File: src/rtl/rev_mac_pkg.sv
package rev_mac_pkg;

    typedef enum logic [1:0] {
        ST_IDLE = 2'd0,
        ST_RUN  = 2'd1,
        ST_FIN  = 2'd2
    } mac_state_t;

endpackage

File: src/rtl/rev_mac_ctrl.sv
module rev_mac_ctrl
    import rev_mac_pkg::*;
#(
    parameter int WIDTH = 32,
    localparam int POS_W = $clog2(WIDTH)
) (
    input  logic             clk,
    input  logic             rst_n,
    input  logic             start,
    output logic             load,
    output logic             step_en,
    output logic [POS_W-1:0] pos,
    output logic             busy,
    output logic             done
);

    localparam logic [POS_W-1:0] LAST_POS = POS_W'(WIDTH - 1);

    mac_state_t state_q, state_d;
    logic [POS_W-1:0] pos_q;

    // state register and bit-position counter
    always_ff @(posedge clk or negedge rst_n) begin
        if (!rst_n) begin
            state_q <= ST_IDLE;
            pos_q   <= '0;
        end else begin
            state_q <= state_d;
            if (state_q == ST_IDLE)
                pos_q <= '0;
            else if (state_q == ST_RUN)
                pos_q <= pos_q + 1'b1;
        end
    end

    // transitions: accept, step, last step, release
    always_comb begin
        state_d = state_q;
        unique case (state_q)
            ST_IDLE: if (start) state_d = ST_RUN;
            ST_RUN:  if (pos_q == LAST_POS) state_d = ST_FIN;
            ST_FIN:  state_d = ST_IDLE;
            default: state_d = ST_IDLE;
        endcase
    end

    // outputs decoded from the current state
    always_comb begin
        load    = 1'b0;
        step_en = 1'b0;
        busy    = 1'b0;
        done    = 1'b0;
        unique case (state_q)
            ST_IDLE: load = start;
            ST_RUN: begin
                step_en = 1'b1;
                busy    = 1'b1;
            end
            ST_FIN: begin
                busy = 1'b1;
                done = 1'b1;
            end
            default: ;
        endcase
    end

    assign pos = pos_q;


    done_pulse_chk: assert property (@(posedge clk) disable iff (!rst_n)
        done |=> !done);


    run_to_fin_chk: assert property (@(posedge clk) disable iff (!rst_n)
        (step_en && pos_q == LAST_POS) |=> done);

endmodule

File: src/rtl/rev_mac_datapath.sv
module rev_mac_datapath #(
    parameter int WIDTH = 32,
    localparam int POS_W = $clog2(WIDTH)
) (
    input  logic             clk,
    input  logic             rst_n,
    input  logic             load,
    input  logic             step_en,
    input  logic [POS_W-1:0] pos,
    input  logic             reverse,
    input  logic [WIDTH-1:0] op_a,
    input  logic [WIDTH-1:0] op_b,
    input  logic [WIDTH-1:0] acc_in,
    output logic [WIDTH-1:0] acc_out
);

    logic [WIDTH-1:0] a_q, b_q, acc_q, partial;
    logic             rev_q, cur_bit;

    assign cur_bit = a_q[pos];
    assign partial = b_q << pos;

    // operand copies: written only when a run is accepted
    always_ff @(posedge clk or negedge rst_n) begin
        if (!rst_n) begin
            a_q   <= '0;
            b_q   <= '0;
            rev_q <= 1'b0;
        end else if (load) begin
            a_q   <= op_a;
            b_q   <= op_b;
            rev_q <= reverse;
        end
    end

    // accumulator: loaded at accept, then only added into or subtracted from
    always_ff @(posedge clk or negedge rst_n) begin
        if (!rst_n)
            acc_q <= '0;
        else if (load)
            acc_q <= acc_in;
        else if (step_en && cur_bit) begin
            if (rev_q)
                acc_q <= acc_q - partial;
            else
                acc_q <= acc_q + partial;
        end
    end

    assign acc_out = acc_q;


    zero_bit_hold_chk: assert property (@(posedge clk) disable iff (!rst_n)
        (step_en && !cur_bit) |=> $stable(acc_q));


    operand_hold_chk: assert property (@(posedge clk) disable iff (!rst_n)
        step_en |=> ($stable(a_q) && $stable(b_q) && $stable(rev_q)));

endmodule

File: src/rtl/rev_mac.sv
module rev_mac #(
    parameter int WIDTH = 32
) (
    input  logic             clk,
    input  logic             rst_n,
    input  logic             start,
    input  logic             reverse,
    input  logic [WIDTH-1:0] op_a,
    input  logic [WIDTH-1:0] op_b,
    input  logic [WIDTH-1:0] acc_in,
    output logic [WIDTH-1:0] acc_out,
    output logic             busy,
    output logic             done
);

    localparam int POS_W = $clog2(WIDTH);

    logic             load, step_en;
    logic [POS_W-1:0] pos;

    rev_mac_ctrl #(.WIDTH(WIDTH)) u_ctrl (
        .clk     (clk),
        .rst_n   (rst_n),
        .start   (start),
        .load    (load),
        .step_en (step_en),
        .pos     (pos),
        .busy    (busy),
        .done    (done)
    );

    rev_mac_datapath #(.WIDTH(WIDTH)) u_dp (
        .clk     (clk),
        .rst_n   (rst_n),
        .load    (load),
        .step_en (step_en),
        .pos     (pos),
        .reverse (reverse),
        .op_a    (op_a),
        .op_b    (op_b),
        .acc_in  (acc_in),
        .acc_out (acc_out)
    );


    idle_hold_chk: assert property (@(posedge clk) disable iff (!rst_n)
        (!busy && !start) |=> $stable(acc_out));


    busy_start_ignored_chk: assert property (@(posedge clk) disable iff (!rst_n)
        (busy && !done && start) |=> busy);


    accept_busy_chk: assert property (@(posedge clk) disable iff (!rst_n)
        (!busy && start) |=> (busy && acc_out == $past(acc_in)));

endmodule

File: config.mk
export PLATFORM = sky130hd
export DESIGN_NAME = rev_mac
export DESIGN_NICKNAME = d
export VERILOG_FILES = /design/src/rtl/rev_mac_pkg.sv /design/src/rtl/rev_mac_ctrl.sv /design/src/rtl/rev_mac_datapath.sv /design/src/rtl/rev_mac.sv
export SDC_FILE = /design/constraint.sdc
export NUM_CORES = 1
export LEC_CHECK = 0
export ABC_AREA = 0
export ABC_CLOCK_PERIOD_IN_PS = 12200
export BUFFER_PORTS_ARGS = -buffer_cell sky130_fd_sc_hd__buf_2
export CORE_UTILIZATION = 65
export CTS_BUF_LIST = sky130_fd_sc_hd__clkbuf_8
export DETAILED_ROUTE_END_ITERATION = 10
export PLACE_DENSITY = 0.88
export SLEW_MARGIN = 20
export SYNTH_ARGS = -nofsm -noshare
export SYNTH_HDL_FRONTEND = slang
export SYNTH_SLANG_ARGS = --single-unit
File: constraint.sdc
create_clock -name clk -period 12.2 [get_ports clk]
set_clock_uncertainty 0.1 [all_clocks]
set_input_delay 2.44 -clock clk [delete_from_list [all_inputs] [get_ports clk]]
set_output_delay 2.44 -clock clk [all_outputs]
set_load 0.01 [all_outputs]
==> results.md, run 1 <==
* Via/cell ratio at 6.21
* Multi-input logic area at 0.00599 mm^2
* H-tree Lvls at 3
* CTS tree: built
* IO Port Bufs at 133
* Post-synth ARST share at 100%
* GP Congestion at 0.977
* RSZ-0062 raised after global routing: false
* CP max FO at 75
* Max-slew violation count at 0
* Measured slew at the worst slew-check pin at 997 ps
* Setup repair bufs after CTS at 0
* # rows at 42
* Critical path endpoint category: register
* Number of enable flip-flop cells after synthesis at 0
* Clock latency on the worst-skew pair at 410 ps
* Post-CTS sizing at 0
* Status: finished clean
* Initial antenna violation count at 0
* Max-slew headroom at 33.5%
* Drt initial violations at 848
* Final Hold Fails at 0
* Count leader, synth: nand2_1
* Tmin final at 6000 ps
* Sinks on the clock net at 104
* #FFs+latches synth at 104
* Synth top area cells: dfrtp_1, nand2_1, mux4_2
* Layout fillers at 1030
* Largest net degree at the start of global routing at 91
* Initial Util at 67.1%
* Yosys warning count at 0
* Endpoints failing setup at 0
* Startpoint Class: register
* Register area share after synthesis at 29.1%
* First-pass GRT wire length at 37800 um
* Clock Pin Slew Worst Setup and Hold Paths at 110 ps
* Core Region at 0.0133 mm^2
* Period Utilization, post-route at 49.2%
* Post-CTS Hold Fix Bufs at 0
* Clock Tree Root: clkbuf_8
* Post-synth top cells: nand2_1, dfrtp_1, a21oi_1, nor2_1, o21ai_0
* GR peak layer: met2
* Max_cap viols at 0
* Final ANT Viol Nets at 0
* Die Y at 119 um
* CTS Buffer Depth at 2
* Setup_tns at 0 ps
* Fin util at 73.7%
* Ant diodes at 0
* Syn nets at 1205
* Wirelength per Cell at 17.3 um
* Mapped Cells at 1067
* Number of global-route vias before repair at 7751
* Via count at 8286
* CP required at 12430 ps
* I/O pin cnt at 134
* FMAX at 167 MHz
* Cts bufs inserted at 9
* Storage cell area at 0.00261 mm^2
* Die Width at 119 um
* Mapped cell area at 0.00895 mm^2
* DR pass1 iterations at 5
* Biggest area consumer among synthesized cells: dfrtp_1
* Total wire length at 23000 um
* Detailed Place HPWL at 17000 um
* Hold Crit Class: reg -> reg
* Kind of critical path: reg -> reg
* GRT overflow at 0
* Worst Path Arrival at 6240 ps
* Top_reg_cell synth: dfrtp_1
* Met2 usage at 53.2%
* Syn avg cell area at 8.39 um^2
* P&R area growth vs syn at 9.93%
* Final Net Count at 1291
* Remaining DRCs at 0
* Met1 usage at 45.6%
* Share of layout cells above drive strength 1 at 20.1%
* Total global-route track usage at 33.1%
* Die ar. at 0.0142 mm^2
* Number of distinct library cells after synthesis at 79
* Share of the synthesized area in the top cell type at 29.1%
* Met3 usage at 4.89%
[sequential cells by signal, indices dropped and copies added, names as in the netlist]
register / flops
u_ctrl.state_q: 2
u_dp.rev_q: 1
u_ctrl.pos: 5
u_dp.b_q: 32
u_dp.a_q: 32
u_dp.acc_out: 32
[layout by cell type, fill, tap and decap left out, drive strengths merged, types with 15 or more instances in the layout]
master	count
a21o	21
a21oi	78
buf	141
dfrtp	104
ha	37
inv	20
mux2	24
mux2i	21
mux4	40
nand2	274
nand3	26
nor2	72
nor2b	15
o21ai	47
xnor2	29
xor2	23
[layer usage]
layer / wire [um] / vias to the layer above
met3: 1320 / 47
li1: - / 4002
met2: 11000 / 329
met1: 10100 / 3908
met4: 620 / 0
met5: 0 / -
[stage by stage]
stage	cell area [um^2]	hold WS (ps)	worst slack (ps)	instances
floorplan	8950	340	7260	1067
global placement	9600	353	6400	1317
detailed placement	9600	359	6170	1317
CTS	9820	385	6140	1333
global route	9840	402	5680	1334
finish	9840	381	6200	1334
[logic make-up after synthesis]
family                     after synthesis  share of synthesized area (%)
AOI/OAI and AO/OA                      250                           18.3
xor gates and xnor gates                52                           5.09
adders and majority gates               38                           5.40
buffers and inverters                   82                           4.08
DFF                                    104                           29.1
muxes                                   85                           15.7
and+or+nand+nor                        456                           22.3
[worst max-delay path: stages (launching register included)]
cell      delay, ps
dfrtp_4        1080
mux2_1          400
mux4_2          490
o21ai_1         330
a31o_2          260
nand4_1         180
o21ba_2         350
nand3_1         110
nor4_1          400
a21oi_1         160
xnor2_1         160
ha_1            350
a21o_1          200
a211oi_1        290
o21a_1          170
a311o_1         130
nor4_1           70
or4_1           480
a31oi_1         180
[layout make-up]
class	count	share of cell area (%)
repair buffers	141	7.53
clock buffers	10	1.40
multi-input cells	881	60.9
well taps	176	2.24
inverters	16	0.610
clock inverters	6	0.852
flip-flops and latches	104	26.5
[final timing paths]
kind / from / depth (start not counted) / end / slack [ps]
max in group asynchronous: rst_n / 2 / u_ctrl.pos[0]$_DFFE_PN0P_ / 8890
worst max-delay path: u_ctrl.pos[0]$_DFFE_PN0P_ / 18 / u_dp.acc_out[31]$_DFFE_PN0P_ / 6200
worst min register to register: u_dp.a_q[22]$_DFFE_PN0P_ / 2 / u_dp.a_q[22]$_DFFE_PN0P_ / 380
worst max register to register: u_ctrl.pos[0]$_DFFE_PN0P_ / 18 / u_dp.acc_out[31]$_DFFE_PN0P_ / 6200
min in group asynchronous: rst_n / 1 / u_dp.acc_out[4]$_DFFE_PN0P_ / 1870
worst min-delay path: u_dp.a_q[22]$_DFFE_PN0P_ / 2 / u_dp.a_q[22]$_DFFE_PN0P_ / 380
Power of run 1 is not shown: default switching activity piles up to over one toggle a cycle in this logic, so the estimate is an artifact.
==> run 2, diff against run 1 <==
- ABC_AREA: 0 -> 1
- ABC_CLOCK_PERIOD_IN_PS: 12200 -> 4900
- CORE_UTILIZATION: 65 -> 54
- PLACE_DENSITY: 0.88 -> 0.78
- clock period: 12.2 -> 4.9 ns (I/O delays scaled with it)
==> results.md, run 2 <==
* Number of global-route vias before repair at 8414 (was 7751)
* Commonest non-fill, non-tap cells in the layout: nand2_1, nand3_1, buf_2 (was nand2_1, buf_2, dfrtp_1)
* Max incr delay on CP at 430 ps (was 1080 ps)
* Max-slew violation count at 0 (unchanged)
* Final Hold Fails at 0 (unchanged)
* First-pass GRT wire length at 40100 um (was 37800 um)
* Total global-route track usage at 30.4% (was 33.1%)
* Wirelength per Cell at 14.5 um (was 17.3 um)
* Startpoint Class: register (unchanged)
* Via count at 9233 (was 8286)
* CTS Buffer Depth at 2 (unchanged)
* Share of the synthesized area in the top cell type at 30.0% (was 29.1%)
* Kind of critical path: reg -> reg (unchanged)
* Share of layout cells above drive strength 1 at 14.9% (was 20.1%)
* IO Port Bufs at 133 (unchanged)
* Post-synth ARST share at 100% (unchanged)
* CTS tree: built (unchanged)
* Die ar. at 0.0166 mm^2 (was 0.0142 mm^2)
* Clock Pin Slew Worst Setup and Hold Paths at 130 ps (was 110 ps)
* Final ANT Viol Nets at 0 (unchanged)
* DR pass1 iterations at 8 (was 5)
* Yosys warning count at 0 (unchanged)
* Die Y at 129 um (was 119 um)
* CP required at 5120 ps (was 12430 ps)
* Mapped cell area at 0.00869 mm^2 (was 0.00895 mm^2)
* HP Start: u_dp.a_q[26]$_DFFE_PN0P_ (was u_dp.a_q[22]$_DFFE_PN0P_)
* Register area share after synthesis at 30.0% (was 29.1%)
* R2R Setup Slk at 400 ps (was 6200 ps)
* Die Width at 129 um (was 119 um)
* R2r endpoint: u_dp.acc_out[30]$_DFFE_PN0P_ (was u_dp.acc_out[31]$_DFFE_PN0P_)
* Via/cell ratio at 5.55 (was 6.21)
* Cts bufs inserted at 9 (unchanged)
* Drt initial violations at 835 (was 848)
* # rows at 45 (was 42)
* Leading cell type in the layout, fill and taps excluded: nand2_1 (unchanged)
* #FFs+latches synth at 104 (unchanged)
* Clock latency on the worst-skew pair at 410 ps (about the same)
* Top_reg_cell synth: dfrtp_1 (unchanged)
* Max-slew headroom at 31.5% (was 33.5%)
* Tmin final at 4500 ps (was 6000 ps)
* Worst Path Arrival at 4730 ps (was 6240 ps)
* Buf+Inv Stages, Crit Path at 1 (was 0)
* Biggest area consumer among synthesized cells: dfrtp_1 (unchanged)
* Number of distinct library cells after synthesis at 43 (was 79)
* Crit path max-delay family: simple AND/OR/NAND/NOR gates (was compound AO/OA/AOI/OAI gates)
* Count leader, synth: nand2_1 (unchanged)
* Post-route cell area at 0.00968 mm^2 (was 0.00984 mm^2)
* Worst Hold End: u_dp.a_q[26]$_DFFE_PN0P_ (was u_dp.a_q[22]$_DFFE_PN0P_)
* Status: finished clean (unchanged)
* Reg-to-Reg Start: u_ctrl.pos[0]$_DFFE_PN0P_ (unchanged)
* Sinks on the clock net at 104 (unchanged)
* Initial antenna violation count at 0 (unchanged)
* P&R area growth vs syn at 11.5% (was 9.93%)
* Syn avg cell area at 6.43 um^2 (was 8.39 um^2)
* Clock Tree Root: clkbuf_8 (unchanged)
* Setup_tns at 0 ps (unchanged)
* H-tree Lvls at 3 (unchanged)
* FMAX at 222 MHz (was 167 MHz)
* Largest net degree at the start of global routing at 68 (was 91)
* Measured slew at the worst slew-check pin at 1030 ps (was 997 ps)
* GRT overflow at 0 (unchanged)
* I/O pin cnt at 134 (unchanged)
* Top cell by count, worst path: nand2_1 (was nor4_1)
* GP Congestion at 0.954 (was 0.977)
* Post-synth top cells: nand2_1, nand3_1, dfrtp_1, o21ai_0, nor2_1 (was nand2_1, dfrtp_1, a21oi_1, nor2_1, o21ai_0)
* R2R cell count at 29 (was 18)
* Max_cap viols at 0 (unchanged)
* Initial Util at 56.3% (was 67.1%)
* RSZ-0062 raised after global routing: false (unchanged)
* Area after DPL at 0.00946 mm^2 (was 0.00960 mm^2)
* Critical path endpoint category: register (unchanged)
* Layout fillers at 1537 (was 1030)
* Ant diodes at 0 (unchanged)
* Detailed Place HPWL at 18200 um (was 17000 um)
* CP max FO at 17 (was 75)
* Number of enable flip-flop cells after synthesis at 0 (unchanged)
* Mapped Cells at 1351 (was 1067)
* Final Net Count at 1587 (was 1291)
* Core Region at 0.0154 mm^2 (was 0.0133 mm^2)
* Hold path depth at 2 (unchanged)
* Synth top area cells: dfrtp_1, nand2_1, nand3_1 (was dfrtp_1, nand2_1, mux4_2)
* Syn nets at 1489 (was 1205)
* Slowest-stage cell, CP: nor4_1 (was dfrtp_4)
* Endpoints failing setup at 0 (unchanged)
* Hold Crit Class: reg -> reg (unchanged)
* Total wire length at 24200 um (was 23000 um)
* Remaining DRCs at 0 (unchanged)
* Post-CTS Hold Fix Bufs at 0 (unchanged)
* Period Utilization, post-route at 91.9% (was 49.2%)
## run 2: cell count changes after synthesis, moves of 15 or more
cell / previous run / this run
nor2_1: 72 / 88
buf_2: 12 / 27
a21oi_1: 78 / 60
inv_1: 16 / 82
mux2i_1: 21 / 0
o21ai_0: 43 / 92
nor2b_1: 15 / 0
xnor2_1: 29 / 11
a21o_1: 21 / 3
nand2_1: 274 / 491
mux4_2: 36 / 0
nand3_1: 26 / 172
## run 2: how the worst max path moves through the flow
stage | slack (ps) | cells past startpoint | endpoint | startpoint
finish | 400 | 29 | u_dp.acc_out[30]$_DFFE_PN0P_ | u_ctrl.pos[0]$_DFFE_PN0P_
global route | 10 | 28 | u_dp.acc_out[29]$_DFFE_PN0P_ | u_ctrl.pos[0]$_DFFE_PN0P_
CTS | 330 | 25 | u_dp.acc_out[30]$_DFFE_PN0P_ | u_ctrl.pos[1]$_DFFE_PN0P_
detailed placement | 360 | 25 | u_dp.acc_out[30]$_DFFE_PN0P_ | u_ctrl.pos[1]$_DFFE_PN0P_
global placement | 470 | 24 | u_dp.acc_out[29]$_DFFE_PN0P_ | u_ctrl.pos[1]$_DFFE_PN0P_
floorplan | 1060 | 31 | u_dp.acc_out[30]$_DFFE_PN0P_ | u_ctrl.pos[0]$_DFFE_PN0P_
## run 2: layout make-up
cell class,count,area (um^2),area share (%)
clock inverter,7,95.1,0.982
tap,211,264,2.73
inverter,85,322,3.32
clock buffer,9,124,1.28
timing repair buffer,154,830,8.57
multi-input combinational,1095,5450,56.2
sequential,104,2600,26.9
## run 2: cell families (layout without fill, tap and decap cells)
| logic type | count (synthesis) | in the layout | share of synthesized area (%) |
|---|---|---|---|
| xor gates and xnor gates | 42 | 42 | 4.23 |
| and+or+nand+nor | 818 | 818 | 40.3 |
| adders and majority gates | 38 | 38 | 5.56 |
| DFF | 104 | 104 | 30.0 |
| buffers and inverters | 152 | 255 | 7.43 |
| AOI/OAI and AO/OA | 197 | 197 | 12.5 |
## run 2: worst reg2reg max path, delay by kind of cell (launching register included)
kind | cells | cell delay, ps
flip-flops | 1 | 410
AO/OA/AOI/OAI | 3 | 410
XOR/XNOR | 1 | 150
adder cells (fa/ha/maj) | 2 | 550
buffers and inverters | 1 | 200
AND/OR/NAND/NOR | 22 | 2620
## run 2: through the flow
stage	hold slack (ps)	setup slack (ps)	instances	utilization (%)
finish	393	396	1665	62.8
CTS	392	325	1665	62.7
floorplan	344	1060	1351	-
global placement	357	468	1649	61.3
detailed placement	361	361	1649	61.3
global route	411	13.7	1665	62.8
## run 2: metal layers
metal / vias up / GRT usage, % / share of wire [%]
li1: 4639 / - / -
met3: 35 / 4.03 / 5.9
met2: 345 / 50.1 / 46
met5: - / 0 / 0
met1: 4214 / 41.5 / 46
met4: 0 / 9.27 / 1.8
## run 2: repair_timing
action	CTS	global route
resized for setup	0	4
endpoints found under the hold margin	0	0
setup endpoints to repair	0	7
setup buffers	0	0
Power of run 2 is left out for the same reason.
